`src/rtl/mbr_pkg.sv`:
```
package mbr_pkg;
  localparam int ADDR_W    = 8;
  localparam int BYTE_W    = 8;
  localparam int MAX_BYTES = 4;
  localparam int WORD_W    = MAX_BYTES * BYTE_W;
  localparam int IDX_W     = $clog2(MAX_BYTES);

  localparam int IDENT_BASE  = 2;
  localparam int IDENT_BYTES = 2;
  localparam int TRIM_BASE   = 8;
  localparam int TRIM_BYTES  = 2;
  localparam int ACCUM_BASE  = 12;
  localparam int ACCUM_BYTES = 4;
  localparam int LIVE_BASE   = 20;
  localparam int LIVE_BYTES  = 4;
  localparam int STAT_BASE   = 28;
  localparam int EVT_BASE    = 30;
  localparam int ENA_BASE    = 31;

  localparam int IDENT_W = IDENT_BYTES * BYTE_W;
  localparam int TRIM_W  = TRIM_BYTES * BYTE_W;
  localparam int ACCUM_W = ACCUM_BYTES * BYTE_W;

  localparam logic [ADDR_W-1:0] IDENT_LO = ADDR_W'(IDENT_BASE);
  localparam logic [ADDR_W-1:0] IDENT_HI = ADDR_W'(IDENT_BASE + IDENT_BYTES - 1);
  localparam logic [ADDR_W-1:0] TRIM_LO  = ADDR_W'(TRIM_BASE);
  localparam logic [ADDR_W-1:0] TRIM_HI  = ADDR_W'(TRIM_BASE + TRIM_BYTES - 1);
  localparam logic [ADDR_W-1:0] ACCUM_LO = ADDR_W'(ACCUM_BASE);
  localparam logic [ADDR_W-1:0] ACCUM_HI = ADDR_W'(ACCUM_BASE + ACCUM_BYTES - 1);
  localparam logic [ADDR_W-1:0] LIVE_LO  = ADDR_W'(LIVE_BASE);
  localparam logic [ADDR_W-1:0] LIVE_HI  = ADDR_W'(LIVE_BASE + LIVE_BYTES - 1);
  localparam logic [ADDR_W-1:0] STAT_A   = ADDR_W'(STAT_BASE);
  localparam logic [ADDR_W-1:0] EVT_A    = ADDR_W'(EVT_BASE);
  localparam logic [ADDR_W-1:0] ENA_A    = ADDR_W'(ENA_BASE);

  typedef enum logic [2:0] {
    REG_NONE, REG_IDENT, REG_TRIM, REG_ACCUM, REG_LIVE, REG_STAT, REG_EVT, REG_ENA
  } regId_t;

  typedef struct packed {
    regId_t           regSel;
    logic [IDX_W-1:0] idx;
    logic             multi;
    logic             last;
    logic             writable;
  } decode_t;

  // Strobes from the sequencer to the datapath
  typedef struct packed {
    logic             rdEn;
    logic             snapLoad;
    logic             holdRead;
    logic             stageLoad;
    logic             commit;
    logic             evtClr;
    logic             enaWr;
    regId_t           target;
    logic [IDX_W-1:0] idx;
  } ctrlStrobes_t;

  function automatic decode_t decodeAddr(input logic [ADDR_W-1:0] a);
    decode_t d;
    d = '0;
    if (a >= IDENT_LO && a <= IDENT_HI) begin
      d.regSel = REG_IDENT; d.multi = 1'b1;
      d.idx = IDX_W'(a - IDENT_LO); d.last = (a == IDENT_HI);
    end else if (a >= TRIM_LO && a <= TRIM_HI) begin
      d.regSel = REG_TRIM; d.multi = 1'b1; d.writable = 1'b1;
      d.idx = IDX_W'(a - TRIM_LO); d.last = (a == TRIM_HI);
    end else if (a >= ACCUM_LO && a <= ACCUM_HI) begin
      d.regSel = REG_ACCUM; d.multi = 1'b1; d.writable = 1'b1;
      d.idx = IDX_W'(a - ACCUM_LO); d.last = (a == ACCUM_HI);
    end else if (a >= LIVE_LO && a <= LIVE_HI) begin
      d.regSel = REG_LIVE; d.multi = 1'b1;
      d.idx = IDX_W'(a - LIVE_LO); d.last = (a == LIVE_HI);
    end else if (a == STAT_A) begin
      d.regSel = REG_STAT; d.last = 1'b1;
    end else if (a == EVT_A) begin
      d.regSel = REG_EVT; d.last = 1'b1;
    end else if (a == ENA_A) begin
      d.regSel = REG_ENA; d.last = 1'b1;
    end
    return d;
  endfunction
endpackage

```
`src/rtl/mbr_ctrl.sv`:
```
module mbr_ctrl
  import mbr_pkg::*;
(
  input  logic              clk,
  input  logic              rstN,
  input  logic [ADDR_W-1:0] busAddr,
  input  logic              busWr,
  input  logic              busRd,
  output ctrlStrobes_t      st
);
  decode_t dec;
  assign dec = decodeAddr(busAddr);

  logic             rdPend, wrPend, nRdPend, nWrPend;
  regId_t           rdReg, wrReg, nRdReg, nWrReg;
  logic [IDX_W-1:0] rdNext, wrNext, nRdNext, nWrNext;

  always_comb begin
    st        = '0;
    st.target = dec.regSel;
    st.idx    = dec.idx;
    nRdPend = rdPend; nRdReg = rdReg; nRdNext = rdNext;
    nWrPend = wrPend; nWrReg = wrReg; nWrNext = wrNext;
    if (busWr) begin
      nRdPend = 1'b0;
      if (dec.writable && dec.idx == '0) begin
        st.stageLoad = 1'b1;
        nWrPend = 1'b1; nWrReg = dec.regSel; nWrNext = IDX_W'(1);
      end else if (wrPend && dec.writable && dec.regSel == wrReg && dec.idx == wrNext) begin
        if (dec.last) begin
          st.commit = 1'b1;
          nWrPend   = 1'b0;
        end else begin
          st.stageLoad = 1'b1;
          nWrNext      = wrNext + 1'b1;
        end
      end else begin
        nWrPend   = 1'b0;
        st.evtClr = (dec.regSel == REG_EVT);
        st.enaWr  = (dec.regSel == REG_ENA);
      end
    end else if (busRd) begin
      nWrPend = 1'b0;
      st.rdEn = 1'b1;
      if (dec.multi && dec.idx == '0) begin
        st.snapLoad = 1'b1;
        nRdPend = 1'b1; nRdReg = dec.regSel; nRdNext = IDX_W'(1);
      end else if (rdPend && dec.multi && dec.regSel == rdReg && dec.idx == rdNext) begin
        st.holdRead = 1'b1;
        if (dec.last) nRdPend = 1'b0;
        else          nRdNext = rdNext + 1'b1;
      end else begin
        nRdPend = 1'b0;
      end
    end
  end

  always_ff @(posedge clk) begin
    if (!rstN) begin
      rdPend <= 1'b0; rdReg <= REG_NONE; rdNext <= '0;
      wrPend <= 1'b0; wrReg <= REG_NONE; wrNext <= '0;
    end else begin
      rdPend <= nRdPend; rdReg <= nRdReg; rdNext <= nRdNext;
      wrPend <= nWrPend; wrReg <= nWrReg; wrNext <= nWrNext;
    end
  end


  pend_excl_chk: assert property (@(posedge clk) disable iff (!rstN) !(rdPend && wrPend));

  commit_src_chk: assert property (@(posedge clk) disable iff (!rstN)
    st.commit |-> (wrPend && wrReg == st.target));

  rd_abort_chk: assert property (@(posedge clk) disable iff (!rstN) busWr |=> !rdPend);
endmodule

```
`src/rtl/mbr_datapath.sv`:
```
module mbr_datapath
  import mbr_pkg::*;
#(
  parameter logic [IDENT_W-1:0] IDENT_VALUE = 16'hC0DE
) (
  input  logic               clk,
  input  logic               rstN,
  input  ctrlStrobes_t       st,
  input  logic [BYTE_W-1:0]  busWrData,
  input  logic [WORD_W-1:0]  liveWord,
  input  logic [BYTE_W-1:0]  statusByte,
  output logic [BYTE_W-1:0]  rdData,
  output logic [TRIM_W-1:0]  trimReg,
  output logic [ACCUM_W-1:0] accReg,
  output logic               irqOut
);
  logic [WORD_W-1:0] holdReg, stageReg, liveVal, commitVal;
  logic [BYTE_W-1:0] prevStatus, rdByte;
  logic              evtBit, enaBit, statusChg;
  logic [IDX_W+2:0]  byteSel;

  assign byteSel   = {st.idx, 3'b000};
  assign statusChg = (statusByte != prevStatus);
  assign irqOut    = evtBit & enaBit;

  always_comb begin
    case (st.target)
      REG_IDENT: liveVal = WORD_W'(IDENT_VALUE);
      REG_TRIM:  liveVal = WORD_W'(trimReg);
      REG_ACCUM: liveVal = WORD_W'(accReg);
      REG_LIVE:  liveVal = liveWord;
      REG_STAT:  liveVal = WORD_W'(statusByte);
      REG_EVT:   liveVal = WORD_W'(evtBit);
      REG_ENA:   liveVal = WORD_W'(enaBit);
      default:   liveVal = '0;
    endcase
    rdByte = st.holdRead ? holdReg[byteSel +: BYTE_W] : liveVal[byteSel +: BYTE_W];
    commitVal = stageReg;
    commitVal[byteSel +: BYTE_W] = busWrData;
  end

  always_ff @(posedge clk) begin
    if (!rstN) begin
      holdReg    <= '0;
      stageReg   <= '0;
      trimReg    <= '0;
      accReg     <= '0;
      evtBit     <= 1'b0;
      enaBit     <= 1'b0;
      rdData     <= '0;
      prevStatus <= statusByte;
    end else begin
      prevStatus <= statusByte;
      if (st.snapLoad)  holdReg <= liveVal;
      if (st.stageLoad) stageReg[byteSel +: BYTE_W] <= busWrData;
      if (st.commit && st.target == REG_TRIM)  trimReg <= commitVal[TRIM_W-1:0];
      if (st.commit && st.target == REG_ACCUM) accReg  <= commitVal[ACCUM_W-1:0];
      if (st.enaWr) enaBit <= busWrData[0];
      evtBit <= (evtBit & ~(st.evtClr & busWrData[0])) | statusChg;
      if (st.rdEn) rdData <= rdByte;
    end
  end


  trim_hold_chk: assert property (@(posedge clk) disable iff (!rstN)
    !(st.commit && st.target == REG_TRIM) |=> $stable(trimReg));

  snap_hold_chk: assert property (@(posedge clk) disable iff (!rstN)
    !st.snapLoad |=> $stable(holdReg));

  evt_set_chk: assert property (@(posedge clk) disable iff (!rstN) statusChg |=> evtBit);
endmodule

```
`src/rtl/mbr_coherency_unit.sv`:
```
module mbr_coherency_unit
  import mbr_pkg::*;
#(
  parameter logic [IDENT_W-1:0] IDENT_VALUE = 16'hC0DE
) (
  input  logic               clk,
  input  logic               rstN,
  input  logic [ADDR_W-1:0]  busAddr,
  input  logic [BYTE_W-1:0]  busWrData,
  input  logic               busWr,
  input  logic               busRd,
  output logic [BYTE_W-1:0]  busRdData,
  input  logic [WORD_W-1:0]  liveWord,
  input  logic [BYTE_W-1:0]  statusByte,
  output logic [TRIM_W-1:0]  trimOut,
  output logic [ACCUM_W-1:0] accumOut,
  output logic               irqOut
);
  ctrlStrobes_t strobes;

  mbr_ctrl u_ctrl (
    .clk     (clk),
    .rstN    (rstN),
    .busAddr (busAddr),
    .busWr   (busWr),
    .busRd   (busRd),
    .st      (strobes)
  );

  mbr_datapath #(.IDENT_VALUE(IDENT_VALUE)) u_dp (
    .clk        (clk),
    .rstN       (rstN),
    .st         (strobes),
    .busWrData  (busWrData),
    .liveWord   (liveWord),
    .statusByte (statusByte),
    .rdData     (busRdData),
    .trimReg    (trimOut),
    .accReg     (accumOut),
    .irqOut     (irqOut)
  );
endmodule

```
`config.mk`:
```
export PLATFORM = sky130hd
export DESIGN_NAME = mbr_coherency_unit
export DESIGN_NICKNAME = d
export VERILOG_FILES = /design/src/rtl/mbr_pkg.sv /design/src/rtl/mbr_ctrl.sv /design/src/rtl/mbr_datapath.sv /design/src/rtl/mbr_coherency_unit.sv
export SDC_FILE = /design/constraint.sdc
export NUM_CORES = 1
export LEC_CHECK = 0
export ABC_AREA = 1
export CAP_MARGIN = 5
export CORE_ASPECT_RATIO = 1.4
export CORE_MARGIN = 2
export CORE_UTILIZATION = 30
export DETAILED_ROUTE_END_ITERATION = 10
export SLEW_MARGIN = 20
export SYNTH_ARGS = -nofsm -noshare
export SYNTH_HDL_FRONTEND = slang
export SYNTH_HIERARCHICAL = 1
export SYNTH_SLANG_ARGS = --single-unit
```
`constraint.sdc`:
```
create_clock -name clk -period 4.6 [get_ports clk]
set_input_delay 1.38 -clock clk [delete_from_list [all_inputs] [get_ports clk]]
set_output_delay 1.38 -clock clk [all_outputs]
set_load 0.05 [all_outputs]
```
# Word-level counts from Yosys, hierarchy flattened
# Index checks and enable logic that the tools add are counted.
[word_totals] register_bits=142 in_bits=60 out_inout_bits=57 wordCells=130
[classes] addsub=7 magnitude_cmp=8 eq_ne=23 shift=4 mux=42 bitwise_logic=7 reduce_logical=25
[op_table] op="$pmux W32 S7" count=1
[op_table] op="$shiftx A32 B6 Y8" count=2
[op_table] op="$bwmux W32" count=1
[op_table] op="$eq A8 B5 Y1 const B" count=4
[op_table] op="$shift A8 B7 Y32 const A" count=1
[op_table] op="$shiftx A8 B7 Y32" count=1
[op_table] op="$mux W3" count=8
[op_table] op="$mux W1" count=19
[op_table] op="$eq A8 B4 Y1 const B" count=2
[op_table] op="$ge A8 B4 Y1 const B" count=2
[op_table] op="$le A8 B4 Y1 const B" count=2
[op_table] op="$mux W2" count=8
[op_table] op="$mux W8" count=2
[op_table] op="$logic_and A1 B1 Y1" count=14
[op_table] op="$mux W7" count=2
[op_table] op="$eq A3 B3 Y1 const B" count=4
[op_table] op="$eq A8 B2 Y1 const B" count=1
[op_table] op="$ge A8 B2 Y1 const B" count=1
[op_table] op="$ge A8 B5 Y1 const B" count=1
[op_table] op="$le A8 B2 Y1 const B" count=1
[op_table] op="$le A8 B5 Y1 const B" count=1
[op_table] op="$ne A8 B8 Y1" count=1
[op_table] op="$neg A5 Y7" count=1
[op_table] op="$eq A3 B2 Y1 const B" count=2
[op_table] op="other kinds (19)" count=34

# Longest topological paths before layout
[logic_depth] word_depth=18 depth_mapped=22 mapped_depth_nobuf=21

# Cells and area by module
# Netlist, hierarchy kept.
[by_module_without_submodules] mod="mbr_datapath" n_inst=1 cells_each=969 area_each_um2=6496.2 seq_area_each_um2=2602.5
[by_module_without_submodules] mod="mbr_ctrl" n_inst=1 cells_each=175 area_each_um2=1018.5 seq_area_each_um2=240.2

# Least setup slack after synthesis
# No wires, ideal clock.
[synth_path] path_type="in2reg" startpoint="input port busAddr[6]" endpoint="register u_dp.accReg[1]" setup_ns=0.070 arrival_ns=3.776 t_required_ns=4.530 slack_ns=0.755 path_stages=18 path_cell_list="nor2_1 nand2_1 nor2_4 inv_2 nand2_1 inv_2 nand3_4 nand2_2 inv_1 buf_2 clkinv_1 clkbuf_1 ha_1 inv_1 nand4_1 o22ai_1 inv_1 a21oi_1"
[synth_lines] item="start, declared" line_no="mbr_coherency_unit.sv:8" text="input logic [ADDR_W-1:0] busAddr,"
[synth_lines] item="end signal, assigned" line_no="mbr_datapath.sv:57" text="if (st.commit && st.target == REG_ACCUM) accReg <= commitVal[ACCUM_W-1:0];"
[synth_lines] item="end, declared" line_no="mbr_datapath.sv:14" text="output logic [ACCUM_W-1:0] accReg,"

==> flow_summary.ini <==
[timing]
fin_crit_sh_pct = 83.8
final.min_clock_period_ns = 3.85
hold_viol = 0
slew_violations = 0
setup_viol = 0
max_slew_margin_pct = 48.1
worst_pin_slew_ns = 0.779
max_freq_ghz = 0.259
skew_ns = 0.0129
rsz0062_at_grt = no
tns_ns = 0

[detailed_routing]
final_antenna_net_count = 0
wl_per_cell_um = 15.7
drt_iter0_markers = 805
firstDrtPassIters = 6
vias = 7773
vias_per_cell = 4.97
totalWireLength_um = 24600
drcViolationCount = 0

[floorplan]
num_rows = 68
io_pins = 117
die_x_um = 138
initial_core_util_pct = 30.5
die-area_um2 = 26300
core_area_um2 = 24700
die_h_um = 191

[finish]
multi_input_comb_area_um2 = 3650
area.growth.synth_to_final_pct = 28.3
fillers = 2632
regArea_um2 = 2840
finalInstanceArea_um2 = 9640
diodes = 0
fin_nets = 1300
drive_above_1_share_pct = 7.21

[power]
p_leak_nw = 4.25
comb_power_share_pct = 7.7
powerDensity_nw_per_um2 = 304
p_int_mw = 2.21
p_sw_uw = 716
swShare_pct = 24.4
sequentialPowerShare_pct = 42.7
ir_worst_vdd_v = 0.000262
power_frac_clock_pct = 49.6

[grt]
antenna_found_initial = 0
grt_max_degree = 67
grt_usage_pct = 18.8
grt_pass1_vias = 7246
gr-total-overflow = 0
grt_pass1_wl_um = 38200

[logic_synthesis]
yosysWarnings = 6
synth_nets = 1209
syn_inst = 1144
ys_types = 34
yosys-top-cells-area = dfxtp_1 (38%), inv_1 (9.4%), nand2_1 (8.0%), nand3_1 (7.2%), o21ai_0 (6.8%)
synth-seq-area-share_pct = 37.8
avgSynthCellArea_um2 = 6.57
yosys-top-cells-count = inv_1 (189), nand2_1 (161), dfxtp_1 (142)
ys_ff_latch = 142
synth_enable_flop_cells = 0
async_flop_share_pct = 0
synth_top_area_cell = dfxtp_1
synth_area_um2 = 7510
synthFlopType = dfxtp_1
synth.most_common_cell = inv_1
synth_top_area_share_pct = 37.8

[placement]
dp_hpwl_um = 17900
dpl-instance-area_um2 = 9020
gp_congestion = 0.900
port_buffers = 116

[clock_network]
clock-root-buffer = clkbuf_16
cts_tree = done
clockBufferDepth = 2
clk_latency_ns = 0.43
postCtsHoldBufs = 0
htree_levels = 4
clock_sinks = 142
clk_pin_slew_worst_paths_ns = 0.07
cts_setup_buffers = 0
ctsResizeCount = 0
cts_made_buffers = 17

[worst_setup_path]
crit_type = primary input to register
crit_end = u_dp/trimReg[2]
rr_worst_depth = 16
rrSetupSlack_ns = 2.67
r2r_start = u_ctrl/rdReg[2]
cp.arrival_ns = 4.21
worstPathMaxFanout = 8
start_kind = primary input
r2r_end = u_dp/rdData[5]
cp-startpoint = busAddr[6]
required_ns = 4.95
cp-end-kind = register

[run]
max-cap-violations = 0

[min_path]
hold_path_class = register to register

[status]
outcome = finished, final reports clean
-- how the worst min path moves through the flow --
stage | from | endpoint | slack, ns | depth (start not counted)
global placement | u_ctrl/wrReg[1] | u_ctrl/wrReg[1] | 0.46 | 2
CTS | u_dp/rdData[0] | u_dp/rdData[0] | 0.47 | 2
global route | u_dp/rdData[4] | u_dp/rdData[4] | 0.50 | 2
finish | u_dp/rdData[3] | u_dp/rdData[3] | 0.46 | 2
floorplan | u_ctrl/wrReg[1] | u_ctrl/wrReg[1] | 0.44 | 2
detailed placement | u_dp/rdData[0] | u_dp/rdData[0] | 0.46 | 2
-- power by group through the flow --
stage,combinational (mW),sequential [mW],clock [mW]
global placement,0.224,1.28,0
finish,0.226,1.25,1.45
CTS,0.227,1.25,1.48
floorplan,0.119,1.28,0
detailed placement,0.226,1.28,0
global route,0.249,1.25,1.53
-- metrics by stage --
step	instances	utilization, %	power [mW]	setup WS, ns	hold slack, ns
2_1_floorplan	1144	-	1.40	0.755	0.440
3_3_place_gp	1531	36.6	1.50	0.350	0.457
3_5_place_dp	1531	36.6	1.50	0.300	0.456
4_1_cts	1563	39.1	2.96	0.759	0.467
5_1_grt	1563	39.1	3.04	0.470	0.499
6_report	1563	39.1	2.93	0.746	0.464
-- placed cells by master, fill, tap and decap left out, types with 32 or more instances in the layout --
master,Yosys,final
inv_1,189,189
nand2_1,161,161
dfxtp_1,142,142
clkdlybuf4s50_1,0,115
nor2_1,116,115
nand3_1,108,108
o21ai_0,102,102
a21oi_1,101,101
nand4_1,37,37
o22ai_1,32,32
-- critical path, cell delays in order --
cell,delay [ns]
clkdlybuf4s50_1,0.41
nor2_1,0.20
nand2_1,0.12
nor2_4,0.13
inv_2,0.09
nand2_1,0.09
inv_2,0.05
nand3_4,0.10
nand2_2,0.10
inv_1,0.11
clkinv_1,0.11
ha_1,0.36
inv_1,0.07
nand4_1,0.33
o22ai_1,0.31
inv_1,0.09
a21oi_1,0.12
-- state kept, by name, indices dropped and copies added (netlist names) --
signal,flops
u_dp/stageReg,32
u_dp/holdReg,32
u_dp/prevStatus,8
u_dp/accReg,32
u_ctrl/wrReg,3
u_ctrl/rdPend,1
u_dp/evtBit,1
u_dp/rdData,8
u_dp/enaBit,1
u_ctrl/rdNext,2
u_ctrl/rdReg,3
u_ctrl/wrNext,2
u_ctrl/wrPend,1
u_dp/trimReg,16
-- routing by layer --
| layer | vias up | global-route usage, % | part of all wire (%) |
|---|---|---|---|
| li1 | 3924 | - | - |
| met1 | 3552 | 24.2 | 43 |
| met2 | 248 | 30.6 | 47 |
| met3 | 49 | 3.37 | 5.9 |
| met4 | 0 | 8.44 | 3.8 |
| met5 | - | 0 | 0 |
-- cells by family (layout without fill, tap and decap cells) --
logic type      count (synthesis)  after routing  synth area share [%]
flops                         142            142                  37.8
xor+xnor                        6              6                 0.699
buf+inv                       269            373                  13.7
simple gates                  448            448                  26.8
fa+ha+maj                       5              5                 0.833
compound gates                274            274                  20.1
-- cell type report --
class                   instances  share of cell area, %
multi-input cells             733                   37.8
flip-flops and latches        142                   29.5
repair buffers                139                   14.3
inverters                     202                   7.86
clock buffers                  18                   4.55
well taps                     315                   4.09
clock inverters                14                   1.89
(Power assumes the default switching activity.)
